<file path="src/rtl/refmon_pkg.sv">
package refmon_pkg;

   localparam int NUM_CODES = 4;

   // Reference rate in kHz for a code and FEC flag; 0 marks the illegal code.
   function automatic longint rate_khz(input int code, input bit fec);
      case (code)
         0:       return fec ? 64'd20829  : 64'd19440;
         2:       return fec ? 64'd83314  : 64'd77760;
         3:       return fec ? 64'd166629 : 64'd155520;
         default: return 64'd0;
      endcase
   endfunction

   function automatic longint band_lo(input int code, input bit fec,
                                      input longint sys_khz, input longint prescale,
                                      input longint gate);
      longint num, den, v;
      num = rate_khz(code, fec) * gate;
      den = 4 * sys_khz * prescale;
      v   = (3 * num) / den;
      if (v < 1) v = 1;
      return v;
   endfunction

   function automatic longint band_hi(input int code, input bit fec,
                                      input longint sys_khz, input longint prescale,
                                      input longint gate);
      longint num, den;
      num = rate_khz(code, fec) * gate;
      den = 4 * sys_khz * prescale;
      return (5 * num + den - 1) / den;
   endfunction

endpackage

</file>
<file path="src/rtl/refmon_sync_edge.sv">
module refmon_sync_edge #(
   parameter int STAGES = 2
) (
   input  logic clk,
   input  logic rst_n,
   input  logic tgl_in,
   output logic edge_pulse
);
   if (STAGES < 2) begin : g_bad_stages
      $error("refmon_sync_edge: STAGES must be at least 2");
   end

   logic [STAGES:0] sr;

   always_ff @(posedge clk or negedge rst_n) begin
      if (!rst_n) sr <= '0;
      else        sr <= {sr[STAGES-1:0], tgl_in};
   end

   assign edge_pulse = sr[STAGES] ^ sr[STAGES-1];
endmodule

</file>
<file path="src/rtl/refmon_gate.sv">
module refmon_gate #(
   parameter int GATE_CYC = 4096,
   parameter int CNT_W    = 13
) (
   input  logic             clk,
   input  logic             rst_n,
   input  logic             edge_in,
   input  logic             restart,
   output logic             done,
   output logic [CNT_W-1:0] total
);
   localparam int GW = (GATE_CYC > 1) ? $clog2(GATE_CYC) : 1;
   localparam logic [GW-1:0] LAST = GW'(GATE_CYC - 1);

   logic [GW-1:0]    gate_q;
   logic [CNT_W-1:0] cnt_q;

   assign done  = (gate_q == LAST) && !restart;
   assign total = cnt_q + CNT_W'(edge_in);

   always_ff @(posedge clk or negedge rst_n) begin
      if (!rst_n) begin
         gate_q <= '0;
         cnt_q  <= '0;
      end else if (restart || done) begin
         gate_q <= '0;
         cnt_q  <= '0;
      end else begin
         gate_q <= gate_q + 1'b1;
         cnt_q  <= total;
      end
   end
endmodule

</file>
<file path="src/rtl/refmon_judge.sv">
module refmon_judge
   import refmon_pkg::*;
#(
   parameter int SYS_KHZ  = 100000,
   parameter int PRESCALE = 16,
   parameter int GATE_CYC = 4096,
   parameter int CNT_W    = 13
) (
   input  logic [1:0]       rate_code,
   input  logic             fec_mode,
   input  logic [CNT_W-1:0] count,
   output logic             bad
);
   localparam int ENTRIES = 2 * NUM_CODES;

   logic [CNT_W-1:0] lo_tab [ENTRIES];
   logic [CNT_W-1:0] hi_tab [ENTRIES];

   for (genvar g = 0; g < ENTRIES; g++) begin : g_band
      localparam int  CODE = g % NUM_CODES;
      localparam bit  FEC  = (g / NUM_CODES) != 0;
      localparam longint LO = band_lo(CODE, FEC, SYS_KHZ, PRESCALE, GATE_CYC);
      localparam longint HI = band_hi(CODE, FEC, SYS_KHZ, PRESCALE, GATE_CYC);
      if (CODE != 1 && HI > GATE_CYC / 2) begin : g_fast
         $error("refmon_judge: expected count too high to sample for code %0d", CODE);
      end
      assign lo_tab[g] = CNT_W'(LO);
      assign hi_tab[g] = CNT_W'(HI);
   end

   logic [$clog2(ENTRIES)-1:0] idx;
   logic legal;

   always_comb begin
      idx   = {fec_mode, rate_code};
      legal = (rate_code != 2'b01);
      bad   = !legal || (count < lo_tab[idx]) || (count > hi_tab[idx]);
   end
endmodule

</file>
<file path="src/rtl/refclk_watch.sv">
module refclk_watch #(
   parameter int SYS_KHZ     = 100000,
   parameter int PRESCALE    = 16,
   parameter int GATE_CYC    = 4096,
   parameter int SYNC_STAGES = 2,
   localparam int CNT_W      = $clog2(GATE_CYC + 1)
) (
   input  logic             clk_sys,
   input  logic             rst_n,
   input  logic             ref0_tgl,
   input  logic             ref1_tgl,
   input  logic             ref_pick,
   input  logic [1:0]       rate_code,
   input  logic             fec_mode,
   output logic             no_ref,
   output logic [CNT_W-1:0] edge_count
);
   localparam int LANES = 2;

   if (GATE_CYC < 2) begin : g_bad_gate
      $error("refclk_watch: GATE_CYC must be at least 2");
   end
   if (SYS_KHZ < 1 || PRESCALE < 1) begin : g_bad_rate
      $error("refclk_watch: SYS_KHZ and PRESCALE must be positive");
   end

   logic [LANES-1:0] ref_vec;
   logic [LANES-1:0] lane_edge;

   assign ref_vec = {ref1_tgl, ref0_tgl};

   for (genvar l = 0; l < LANES; l++) begin : g_lane
      refmon_sync_edge #(.STAGES(SYNC_STAGES)) u_sync (
         .clk        (clk_sys),
         .rst_n      (rst_n),
         .tgl_in     (ref_vec[l]),
         .edge_pulse (lane_edge[l])
      );
   end

   // Configuration tracking: any change restarts the window.
   logic [3:0] cfg_now, cfg_q;
   logic       cfg_change;

   assign cfg_now    = {ref_pick, rate_code, fec_mode};
   assign cfg_change = (cfg_now != cfg_q);

   always_ff @(posedge clk_sys or negedge rst_n) begin
      if (!rst_n) cfg_q <= '0;
      else        cfg_q <= cfg_now;
   end

   logic             win_done;
   logic [CNT_W-1:0] win_total;
   logic             win_bad;

   refmon_gate #(.GATE_CYC(GATE_CYC), .CNT_W(CNT_W)) u_gate (
      .clk     (clk_sys),
      .rst_n   (rst_n),
      .edge_in (lane_edge[ref_pick]),
      .restart (cfg_change),
      .done    (win_done),
      .total   (win_total)
   );

   refmon_judge #(
      .SYS_KHZ  (SYS_KHZ),
      .PRESCALE (PRESCALE),
      .GATE_CYC (GATE_CYC),
      .CNT_W    (CNT_W)
   ) u_judge (
      .rate_code (rate_code),
      .fec_mode  (fec_mode),
      .count     (win_total),
      .bad       (win_bad)
   );

   always_ff @(posedge clk_sys or negedge rst_n) begin
      if (!rst_n) begin
         no_ref     <= 1'b1;
         edge_count <= '0;
      end else if (win_done) begin
         no_ref     <= win_bad;
         edge_count <= win_total;
      end
   end
endmodule

</file>
<file path="config.mk">
export PLATFORM = sky130hd
export DESIGN_NAME = refclk_watch
export DESIGN_NICKNAME = d
export VERILOG_FILES = /design/src/rtl/refmon_pkg.sv /design/src/rtl/refmon_sync_edge.sv /design/src/rtl/refmon_gate.sv /design/src/rtl/refmon_judge.sv /design/src/rtl/refclk_watch.sv
export SDC_FILE = /design/constraint.sdc
export NUM_CORES = 1
export LEC_CHECK = 0
export BUFFER_PORTS_ARGS = -buffer_cell sky130_fd_sc_hd__buf_4
export CORE_ASPECT_RATIO = 1.1
export CORE_MARGIN = 3
export CORE_UTILIZATION = 50
export CTS_BUF_LIST = sky130_fd_sc_hd__clkbuf_4
export CTS_CLUSTER_SIZE = 16
export DETAILED_ROUTE_END_ITERATION = 7
export PLACE_DENSITY_LB_ADDON = 0.2
export SLEW_MARGIN = 10
export SYNTH_ARGS = -nofsm -noshare
export SYNTH_HDL_FRONTEND = slang
export SYNTH_SLANG_ARGS = --single-unit
</file>
<file path="constraint.sdc">
create_clock -name clk_sys -period 3.9 [get_ports clk_sys]
set_input_delay 0.78 -clock clk_sys [delete_from_list [all_inputs] [get_ports clk_sys]]
set_output_delay 0.78 -clock clk_sys [all_outputs]
set_load 0.02 [all_outputs]
</file>
* Word level (Yosys, flattened, before mapping)
Memories as Yosys holds them, arrays and structs flattened.
Index checks and enable logic that the tools add are counted.
** Cells by class
- Add/sub/neg operators :: 2
- Reductions and logical operators :: 6
- Eq/ne operators :: 3
- Bitwise gates (word level) :: 3
- Multiplexer cells :: 8
- Magnitude comparators :: 4
** Operators with widths (number)
- 13-bit two-way mux :: 5
- 13-bit by 1-bit adder with 13-bit output :: 1
- 13-bit > comparator :: 1
- 13-bit < comparator :: 1
- 12-bit by 1-bit adder with 12-bit output, second input constant :: 1
- 12-bit equality test, second input constant :: 1
- 12-bit two-way mux :: 1
- 4-bit greater-or-equal comparator, second input constant :: 1
- 4-bit inequality test :: 1
- 3-bit inverter with 4-bit output :: 1
- 1-bit logical OR :: 3
- 1-bit logical NOT :: 2
- 1-bit by 2-bit < comparator with 1-bit output, second input constant :: 1
- 1-bit two-way mux :: 2
- 2-bit by 1-bit inequality test with 1-bit output, second input constant :: 1
- 1-bit bitwise XOR :: 2
- 1-bit logical AND :: 1
** Storage, ports and cells
- Logic and storage cells :: 35
- Memories kept :: 2
- Register bits :: 49
- Input bits :: 8
- Bits in read-only memories :: 208
** Memories
- (no name shown) :: words 8, width 13, read ports 1, clocked after Yosys merged registers in 0, write ports 0, line refmon_judge.sv:37 : bad = !legal || (count < lo_tab[idx]) || (count > hi_tab[idx]);
- (no name shown) :: words 8, width 13, read ports 1, clocked after Yosys merged registers in 0, write ports 0, line refmon_judge.sv:37

* Longest topological paths before layout
Gate-level depths: netlist (run 1).
- Depth in word-level cells :: 7
- Gate-level depth with buffers :: 15

* Hierarchy
From an unflattened synthesis (run 1), not the netlist that was laid out.
** Unflattened totals
- Cell total of the unflattened synthesis :: 244
- Area, all modules :: 2662.6 um2
** Modules (own cells, without submodules)
- refmon_gate :: seq. area each 625.6 um2, cells each 118, instances 1, area an instance 1213.7 um2
- refclk_watch :: seq. area each 451.7 um2, cells each 39, instances 1, area an instance 673.1 um2
- refmon_judge :: seq. area each 0.0 um2, cells each 79, instances 1, area an instance 608.1 um2
- refmon_sync_edge :: seq. area each 75.1 um2, cells each 4, instances 2, area an instance 83.8 um2

* Least setup slack after synthesis (run 1)
No wires, ideal clock.
- Path kind :: input-to-reg
- Start point :: input ref_pick
- End point :: register no_ref
- Data required time :: 3812 ps
- Arrival time :: 3212 ps
- Stages on the path :: 13
- Slack :: 600 ps
- Setup time :: 88 ps
- Cells stage by stage :: o21ai_0 > ha_1 > ha_1 > nand2_1 > nor2_1 > xnor2_1 > inv_1 > ha_1 > nand4_2 > or3_1 > a2111o_1 > o41ai_2 > o21ai_1
** On the way
- Word-level cells in the longest chain between the ends :: 6
- Elaborated cells on any way between the ends :: 10
- Classes of those cells :: 1 x add/sub; 2 x order compare; 1 x eq/ne; 2 x mux; 4 x reduce/logical
** RTL lines
- start: declaration :: line refclk_watch.sv:12 : input logic ref_pick,
- 1-bit two-way mux (not written as such) * (2 in a row) :: line refclk_watch.sv:60 : .edge_in (lane_edge[ref_pick]),
- 13-bit by 1-bit adder with 13-bit output * :: line refmon_gate.sv:19 : assign total = cnt_q + CNT_W'(edge_in);
- net u_gate.total[6] :: line refmon_gate.sv:10 : output logic [CNT_W-1:0] total
- 13-bit < comparator :: line refmon_judge.sv:37
- 1-bit logical OR :: line refmon_judge.sv:37
- 1-bit logical OR * :: line refmon_judge.sv:37
- end signal: assignment :: line refclk_watch.sv:83 : no_ref <= win_bad;
- end: declaration :: line refclk_watch.sv:15 : output logic no_ref,
Mark *: on every way through the listed nets, which the timed path passes. The rest lies on a longest branch. The select of a mux whose other input is x is not followed.
A chain may end at the register's enable or synchronous reset.

* Worst setup path in the final report (run 1)
- Start point :: register g_lane[1].u_sync.sr[1]
- End point :: register no_ref
** On the way
- Word-level cells in the longest chain between the ends :: 7
- Elaborated cells on any way between the ends :: 8
- Classes of those cells :: 1 x add/sub; 2 x order compare; 2 x mux; 1 x bitwise; 2 x reduce/logical
** RTL lines
- start: declaration :: line refmon_sync_edge.sv:13 : logic [STAGES:0] sr;
- start signal: assignment :: line refmon_sync_edge.sv:17 : else sr <= {sr[STAGES-1:0], tgl_in};
- 1-bit bitwise XOR * :: line refmon_sync_edge.sv:20 : assign edge_pulse = sr[STAGES] ^ sr[STAGES-1];
- 1-bit two-way mux (not written as such) * (2 in a row) :: line refclk_watch.sv:60
- 13-bit by 1-bit adder with 13-bit output * :: line refmon_gate.sv:19
- net u_gate.total[6] :: line refmon_gate.sv:10
- 13-bit < comparator :: line refmon_judge.sv:37
- 1-bit logical OR :: line refmon_judge.sv:37
- 1-bit logical OR * :: line refmon_judge.sv:37
Marked as above.

==> impl_metrics.ini, run 1 <==
[logic_synthesis]
synthArstFlopShare_pct = 100
synthAdderAreaFrac_pct = 10.6
ys.flop_type = dfrtp_1
yosysTopAreaCellShare_pct = 44.3
synth_area_leaders = dfrtp_1 44%, ha_1 11%, nor2_1 6.1%, xnor2_1 4.2%, xor2_1 4.2%
synth-xor-area-share_pct = 9.23
yosysWarnings = 0
synth.yosys.seq_area_share_pct = 45.3
synth.most_common_cell = dfrtp_1
ys_ff_latch = 49
synth_top_family_by_area = simple AND/OR/NAND/NOR gates
synth_common_cells = 48 x dfrtp_1, 44 x nor2_1, 23 x ha_1
syn_area_um2 = 2710
synth_fp_nets = 300
synth_edf_count = 0
synthMuxAreaShare_pct = 2.31
synth_compound_area_share_pct = 10.7
syn_area_per_cell_um2 = 10.1
synth_top_area_cell = dfrtp_1
synthCells = 269
synth_simple_gate_area_share_pct = 18.1
synth_cell_types = 51

[clock_network]
numClockSinks = 49
postCtsHoldBufs = 0
clockRootBuffer = clkbuf_4
cts_tree = yes
clk_pin_slew_ns = 0.15
post_cts_buffers = 0
h-tree-depth = 2
cts_buffers = 5
clock_path_buffers = 2
post_cts_resized = 0
clkLatencyLatePin_ns = 0.38

[finish]
nets = 321
drive_gt1_share_pct = 14.8
fin_cells = 363
syn_to_final_growth_pct = 11.1
n_antenna_cell = 0

[sta]
setup_viol = 0
skew_ns = 0.0161
slew_headroom_pct = 41.0
slew_violations = 0
rsz0062_at_grt = false
fmax_mhz = 302
finalCritPeriodShare_pct = 84.9
tns_ns = 0
finalCriticalPeriod_ns = 3.31
finalHoldViolations = 0
tightestPinTransition_ns = 0.885

[grt]
antenna_found_initial = 0
grt_pass1_wl_um = 9030
overflow = 0
grt_start_max_net_pins = 50
grtUsageTotal_pct = 17.8
grtUsageMet2_pct = 29.9
globalRouteMet3Util_pct = 3.47
grt_pass1_vias = 1904
met1_usage_pct = 23.2
grt.busiest_layer = met2

[place]
hpwlAfterDp_um = 3770
gp_congestion = 0.907
numPortBuffers = 21
dp.cells = 355

[power_and_ir_drop]
leakagePower_nw = 1.46
power_density_nw_per_um2 = 305
ir_worst_vdd_v = 0.000218

[floorplan]
initial_core_util_pct = 52.8
fp-row-count = 27
dieArea_um2 = 6340
die_w_um = 76.2
io_pins = 22
core-area_um2 = 5130
fp.dieH_um = 83.2

[route]
drtIter0Drc = 108
wl_um = 5190
detail-route-antenna-nets = 0
first_pass_iters = 4
drc = 0
vias = 1939
wire_per_inst_um = 14.3
viasPerCell = 5.34

[setup_path]
worstSetupStartpoint = g_lane[1].u_sync.sr[1]
rr_startpoint = g_lane[1].u_sync.sr[1]
worstSetupPathType = register to register
required_ns = 4.21
regToRegSetupSlack_ns = 0.59
startpoint_type = register
crit_end = no_ref
worstPathArrival_ns = 3.63
regToRegEndpoint = no_ref
cp-end-kind = register
cp_max_fo = 4
reg2reg_depth = 15

[run]
max_cap_viol_count = 0

[outcome]
status = finished clean

[hold_path]
min_path_type = register to register
worst min path at each step:
stage | from | endpoint | cells past startpoint
after global placement | g_lane[1].u_sync.sr[0] | g_lane[1].u_sync.sr[1] | 0
final | g_lane[0].u_sync.sr[0] | g_lane[0].u_sync.sr[1] | 0
after CTS | g_lane[0].u_sync.sr[0] | g_lane[0].u_sync.sr[1] | 0
after detailed placement | g_lane[0].u_sync.sr[0] | g_lane[0].u_sync.sr[1] | 0
after global routing | g_lane[1].u_sync.sr[0] | g_lane[1].u_sync.sr[1] | 0
after floorplan | g_lane[0].u_sync.sr[0] | g_lane[0].u_sync.sr[1] | 0
through the flow:
step | setup slack (ns) | area, um^2 | power, mW | hold WS [ns] | util [%]
2_1_floorplan | 0.600 | 2710 | 0.587 | 0.331 | -
3_3_place_gp | 0.255 | 2930 | 0.619 | 0.333 | 57.1
3_5_place_dp | 0.188 | 2930 | 0.621 | 0.338 | 57.1
4_1_cts | 0.569 | 3010 | 0.933 | 0.370 | 58.7
5_1_grt | 0.273 | 3010 | 0.963 | 0.372 | 58.7
6_report | 0.588 | 3010 | 0.919 | 0.366 | 58.7
final cells by class:
| cell class | instances | area, um^2 |
|---|---|---|
| inverters | 18 | 67.6 |
| repair buffers | 22 | 165 |
| clock buffers | 5 | 37.5 |
| flip-flops and latches | 49 | 1230 |
| well taps | 72 | 90.1 |
| fillers | 455 | 2120 |
| multi-input cells | 194 | 1380 |
| clock inverters | 3 | 43.8 |
state kept, by name (all words and copies together) (netlist names):
name / flops
no_ref: 1
cfg_q: 4
u_gate.gate_q: 12
edge_count: 13
g_lane.u_sync.sr: 6
u_gate.cnt_q: 13
critical path: stages, from the launching register on:
cell and delay [ns]:
dfrtp_1 0.41, xor2_1 0.16, nand2_1 0.05, o21ai_0 0.07, ha_1 0.22, ha_1 0.24
nand2_1 0.16, nor2_1 0.08, xnor2_1 0.28, inv_1 0.08, ha_1 0.32, nand4_2 0.09
or3_1 0.41, a2111o_1 0.38, o41ai_2 0.20, o21ai_1 0.11
logic make-up after synthesis:
kind of cell,Yosys count
AND/OR/NAND/NOR,94
flip-flops,49
AO/OA/AOI/OAI,44
XOR/XNOR,27
buffers and inverters,26
adder cells (fa/ha/maj),23
multiplexers,6
routing by layer:
layer / wire length, um / vias up
met4: 69 / 0
met5: 0 / -
met2: 2570 / 24
li1: - / 974
met1: 2390 / 934
met3: 166 / 7
report_power, final:
part           internal [mW]  total, mW  switching [mW]
Clock                  0.137      0.309           0.173
Combinational         0.0347     0.0875          0.0527
Sequential             0.517      0.522         0.00478
Total                  0.689      0.919           0.230
placed cells by master, fill, tap and decap left out, drive strengths merged, types with 4 or more instances in the layout:
| master | n |
|---|---|
| nand4 | 6 |
| inv | 19 |
| a21oi | 20 |
| o21ai | 8 |
| mux2i | 4 |
| dfrtp | 48 |
| clkbuf | 5 |
| xor2 | 13 |
| ha | 23 |
| nor2 | 45 |
| or3 | 4 |
| nand3 | 12 |
| xnor2 | 13 |
| nand2 | 10 |
| buf | 22 |
(Power assumes the default switching activity.)
==> run 2: changes to the inputs <==
--- a/config.mk
+++ b/config.mk
@@ -5,6 +5,7 @@
 export SDC_FILE = /design/constraint.sdc
 export NUM_CORES = 1
 export LEC_CHECK = 0
+export ABC_AREA = 1
 export BUFFER_PORTS_ARGS = -buffer_cell sky130_fd_sc_hd__buf_4
 export CORE_ASPECT_RATIO = 1.1
 export CORE_MARGIN = 3
==> constraint.sdc (replaced) <==
create_clock -name clk_sys -period 2.65 [get_ports clk_sys]
set_input_delay 0.53 -clock clk_sys [delete_from_list [all_inputs] [get_ports clk_sys]]
set_output_delay 0.53 -clock clk_sys [all_outputs]
set_load 0.02 [all_outputs]
==> run 2 against run 1 <==
Effect of this change: register-to-register slack worse by 0.68 ns; setup slack worse by 0.68 ns; worst hold slack worse by 0.22 ns; highest routed layer unchanged; critical path depth is 2 higher; largest power group unchanged; maximum frequency is 21% higher; sequential power is 46% higher; first-iteration DRC count is 0.93% higher; combinational power is 42% higher; non-clock buffer count is 22 higher; power is 33% higher; die area is 3.3% higher; clock skew is 0.0024 ns lower; critical endpoint unchanged; the run now ends with negative setup slack left.
==> impl_metrics.ini, run 2 <==
[route]
wl_met1_um = 2450
first_pass_iters = 5
wl_met2_um = 3030
vias = 2251
viasPerCell = 5.02
wire_per_inst_um = 12.8
detail-route-antenna-nets = 0
drtIter0Drc = 109
wl_met3_um = 171
drc = 0
wl_um = 5740
top_layer = met4

[setup_path]
rr_startpoint = g_lane[0].u_sync.sr[2]
critPathMaxStageDelay_ns = 0.40
worstPathArrival_ns = 3.04
cpMostUsedCell = nand2_1
critPathSlowestCell = dfrtp_1
startpoint_type = register
cp_top_family = simple AND/OR/NAND/NOR gates
required_ns = 2.95
path_buf_inv = 2
cp-end-kind = register
worstSetupPathType = register to register
cp_max_fo = 3
worstSetupStartpoint = g_lane[0].u_sync.sr[2]
crit_chain = xor2_1, nor2_1, a21oi_1, ha_2, ha_4, nand2_4, nor2_4, xor2_2, buf_4, ha_1, nand2_1, inv_1, nand4_1, o211ai_1, nand3_1, nand2_1, a21oi_2

[finish]
final_common_cell = nand2_1
utilization_pct = 64.0
fillers = 462
regArea_um2 = 1230
syn_to_final_growth_pct = 18.5
n_antenna_cell = 0
reg_top3 = edge_count x13, u_gate.cnt_q x13, u_gate.gate_q x12
fin_cells = 448
drive_gt1_share_pct = 25.5
mostFrequentLayoutCells = 69 x nand2_1, 48 x dfrtp_1, 46 x nor2_1
nets = 407
multi_input_area_um2 = 1470

[logic_synthesis]
synthCells = 331
synth_edf_count = 0
synth_top_family_by_area = simple AND/OR/NAND/NOR gates
yosysWarnings = 0
synth_compound_area_share_pct = 8.69
synth_top_area_cell = dfrtp_1
synthAdderAreaFrac_pct = 10.2
synth_area_leaders = dfrtp_1 43%, ha_1 10%, nand2_1 9.5%, nor2_1 6.6%, inv_1 5.1%
syn_area_per_cell_um2 = 8.48
synth-xor-area-share_pct = 4.06
yosysTopAreaCellShare_pct = 42.8
synth_simple_gate_area_share_pct = 26.4
synth_fp_nets = 362
ys_ff_latch = 49
synthArstFlopShare_pct = 100
ys.flop_type = dfrtp_1
synth.yosys.seq_area_share_pct = 43.7
synth_cell_types = 33
syn_area_um2 = 2810
synth.most_common_cell = nand2_1
synth_common_cells = 71 x nand2_1, 49 x nor2_1, 48 x dfrtp_1
synthMuxAreaShare_pct = 0

[hold_path]
min_path_type = input pin to async pin

[sta]
finalWorstSetupSlack_ns = -0.0951
slew_headroom_pct = 60.0
skew_ns = 0.0137
finalHoldViolations = 0
finalCriticalPeriod_ns = 2.75
setup_viol = 1
fmax_mhz = 364
rsz0062_at_grt = true
finalCritPeriodShare_pct = 104
tightestPinTransition_ns = 0.600
slew_violations = 0

[clock_network]
clk_pin_slew_ns = 0.15
cts_buffers = 5
clkLatencyLatePin_ns = 0.36
h-tree-depth = 2
postCtsHoldBufs = 0
clockRootBuffer = clkbuf_4
numClockSinks = 49
clock_path_buffers = 2
cts_tree = yes

[floorplan]
dieArea_um2 = 6550
core-area_um2 = 5200
die_w_um = 77.5
fp.dieH_um = 84.6
fp-row-count = 27
io_pins = 22
initial_core_util_pct = 54.0

[power_and_ir_drop]
power_density_nw_per_um2 = 368
swShare_pct = 25.9
cellInternalPower_mw = 0.907
seqPwrFrac_pct = 62.4
power.switching_mw = 0.318
pwr-share-comb_pct = 10.1
ir_worst_vdd_v = 0.000267
power_mw = 1.22
leakagePower_nw = 1.69
clkPwrFrac_pct = 27.5

[place]
numPortBuffers = 21
gp_congestion = 0.888
dp.cells = 437
hpwlAfterDp_um = 4320

[grt]
grt_start_max_net_pins = 50
grt_pass1_wl_um = 9860
antenna_found_initial = 0
grtUsageTotal_pct = 18.9
grt_pass1_vias = 2228
overflow = 0

[run]
max_cap_viol_count = 0

[outcome]
violations = negative setup slack
status = finished, violations left
[run 2: cell count changes after synthesis, moves of 5 or more]
| cell | previous run | this run |
|---|---|---|
| a21oi_1 | 20 | 11 |
| inv_1 | 18 | 38 |
| nand2_1 | 10 | 71 |
| nand2_2 | 0 | 5 |
| nand4_1 | 3 | 8 |
| nor2_1 | 44 | 49 |
| o21ai_2 | 0 | 11 |
| xnor2_1 | 13 | 2 |
[run 2: power by group through the flow]
stage / clock, mW / combinational (mW) / sequential [mW]
after floorplan: 0 / 0.0691 / 0.780
after global placement: 0 / 0.119 / 0.778
after detailed placement: 0 / 0.121 / 0.778
after CTS: 0.357 / 0.124 / 0.764
after global routing: 0.384 / 0.141 / 0.765
final: 0.336 / 0.124 / 0.764
[run 2: cells by family after synthesis]
family | after synthesis
flip-flops | 49
buffers and inverters | 47
AO/OA/AOI/OAI | 35
adder cells (fa/ha/maj) | 23
XOR/XNOR | 13
AND/OR/NAND/NOR | 164
[run 2: what timing repair did]
item | in CTS | in global routing
pin swaps | 9 | 1
buffers inserted | 3 | 1
hold endpoints to repair | 0 | 0
resized for setup | 6 | 3
endpoints found under the setup margin | 1 | 1
[run 2: worst paths after layout]
path,end,cells after the start,slack [ns]
max,no_ref,17,-0.1
min,edge_count[8],1,0.15
max reg2reg,no_ref,17,-0.1
min reg2reg,g_lane[1].u_sync.sr[1],0,0.37
max in group asynchronous,u_gate.cnt_q[12],1,2.08
min in group clk_sys,g_lane[0].u_sync.sr[0],1,0.27
[run 2: cell type report]
cell class / count / area share [%]
Clock buffer: 5 / 1.13
Clock inverter: 2 / 0.414
Inverter: 41 / 4.62
Multi-Input combinational cell: 235 / 44.2
Sequential cell: 49 / 36.9
Tap cell: 72 / 2.71
Timing Repair Buffer: 44 / 10.0
[run 2: metrics by stage]
step,hold slack [ns],cell area [um^2],TNS (ns),setup slack [ns]
after floorplan,0.234,2850,0,0.0140
after global placement,0.335,3200,-0.217,-0.217
after detailed placement,0.337,3200,-0.279,-0.279
after CTS,0.165,3310,-0.0750,-0.0750
after global routing,0.156,3330,-0.337,-0.337
final,0.147,3330,-0.0951,-0.0951
[run 2: routing by layer]
metal	global-route usage, %	vias to the layer above
met3	3.76	11
met4	6.47	0
met5	0	-
met2	34.2	37
met1	22.1	1064
li1	-	1139
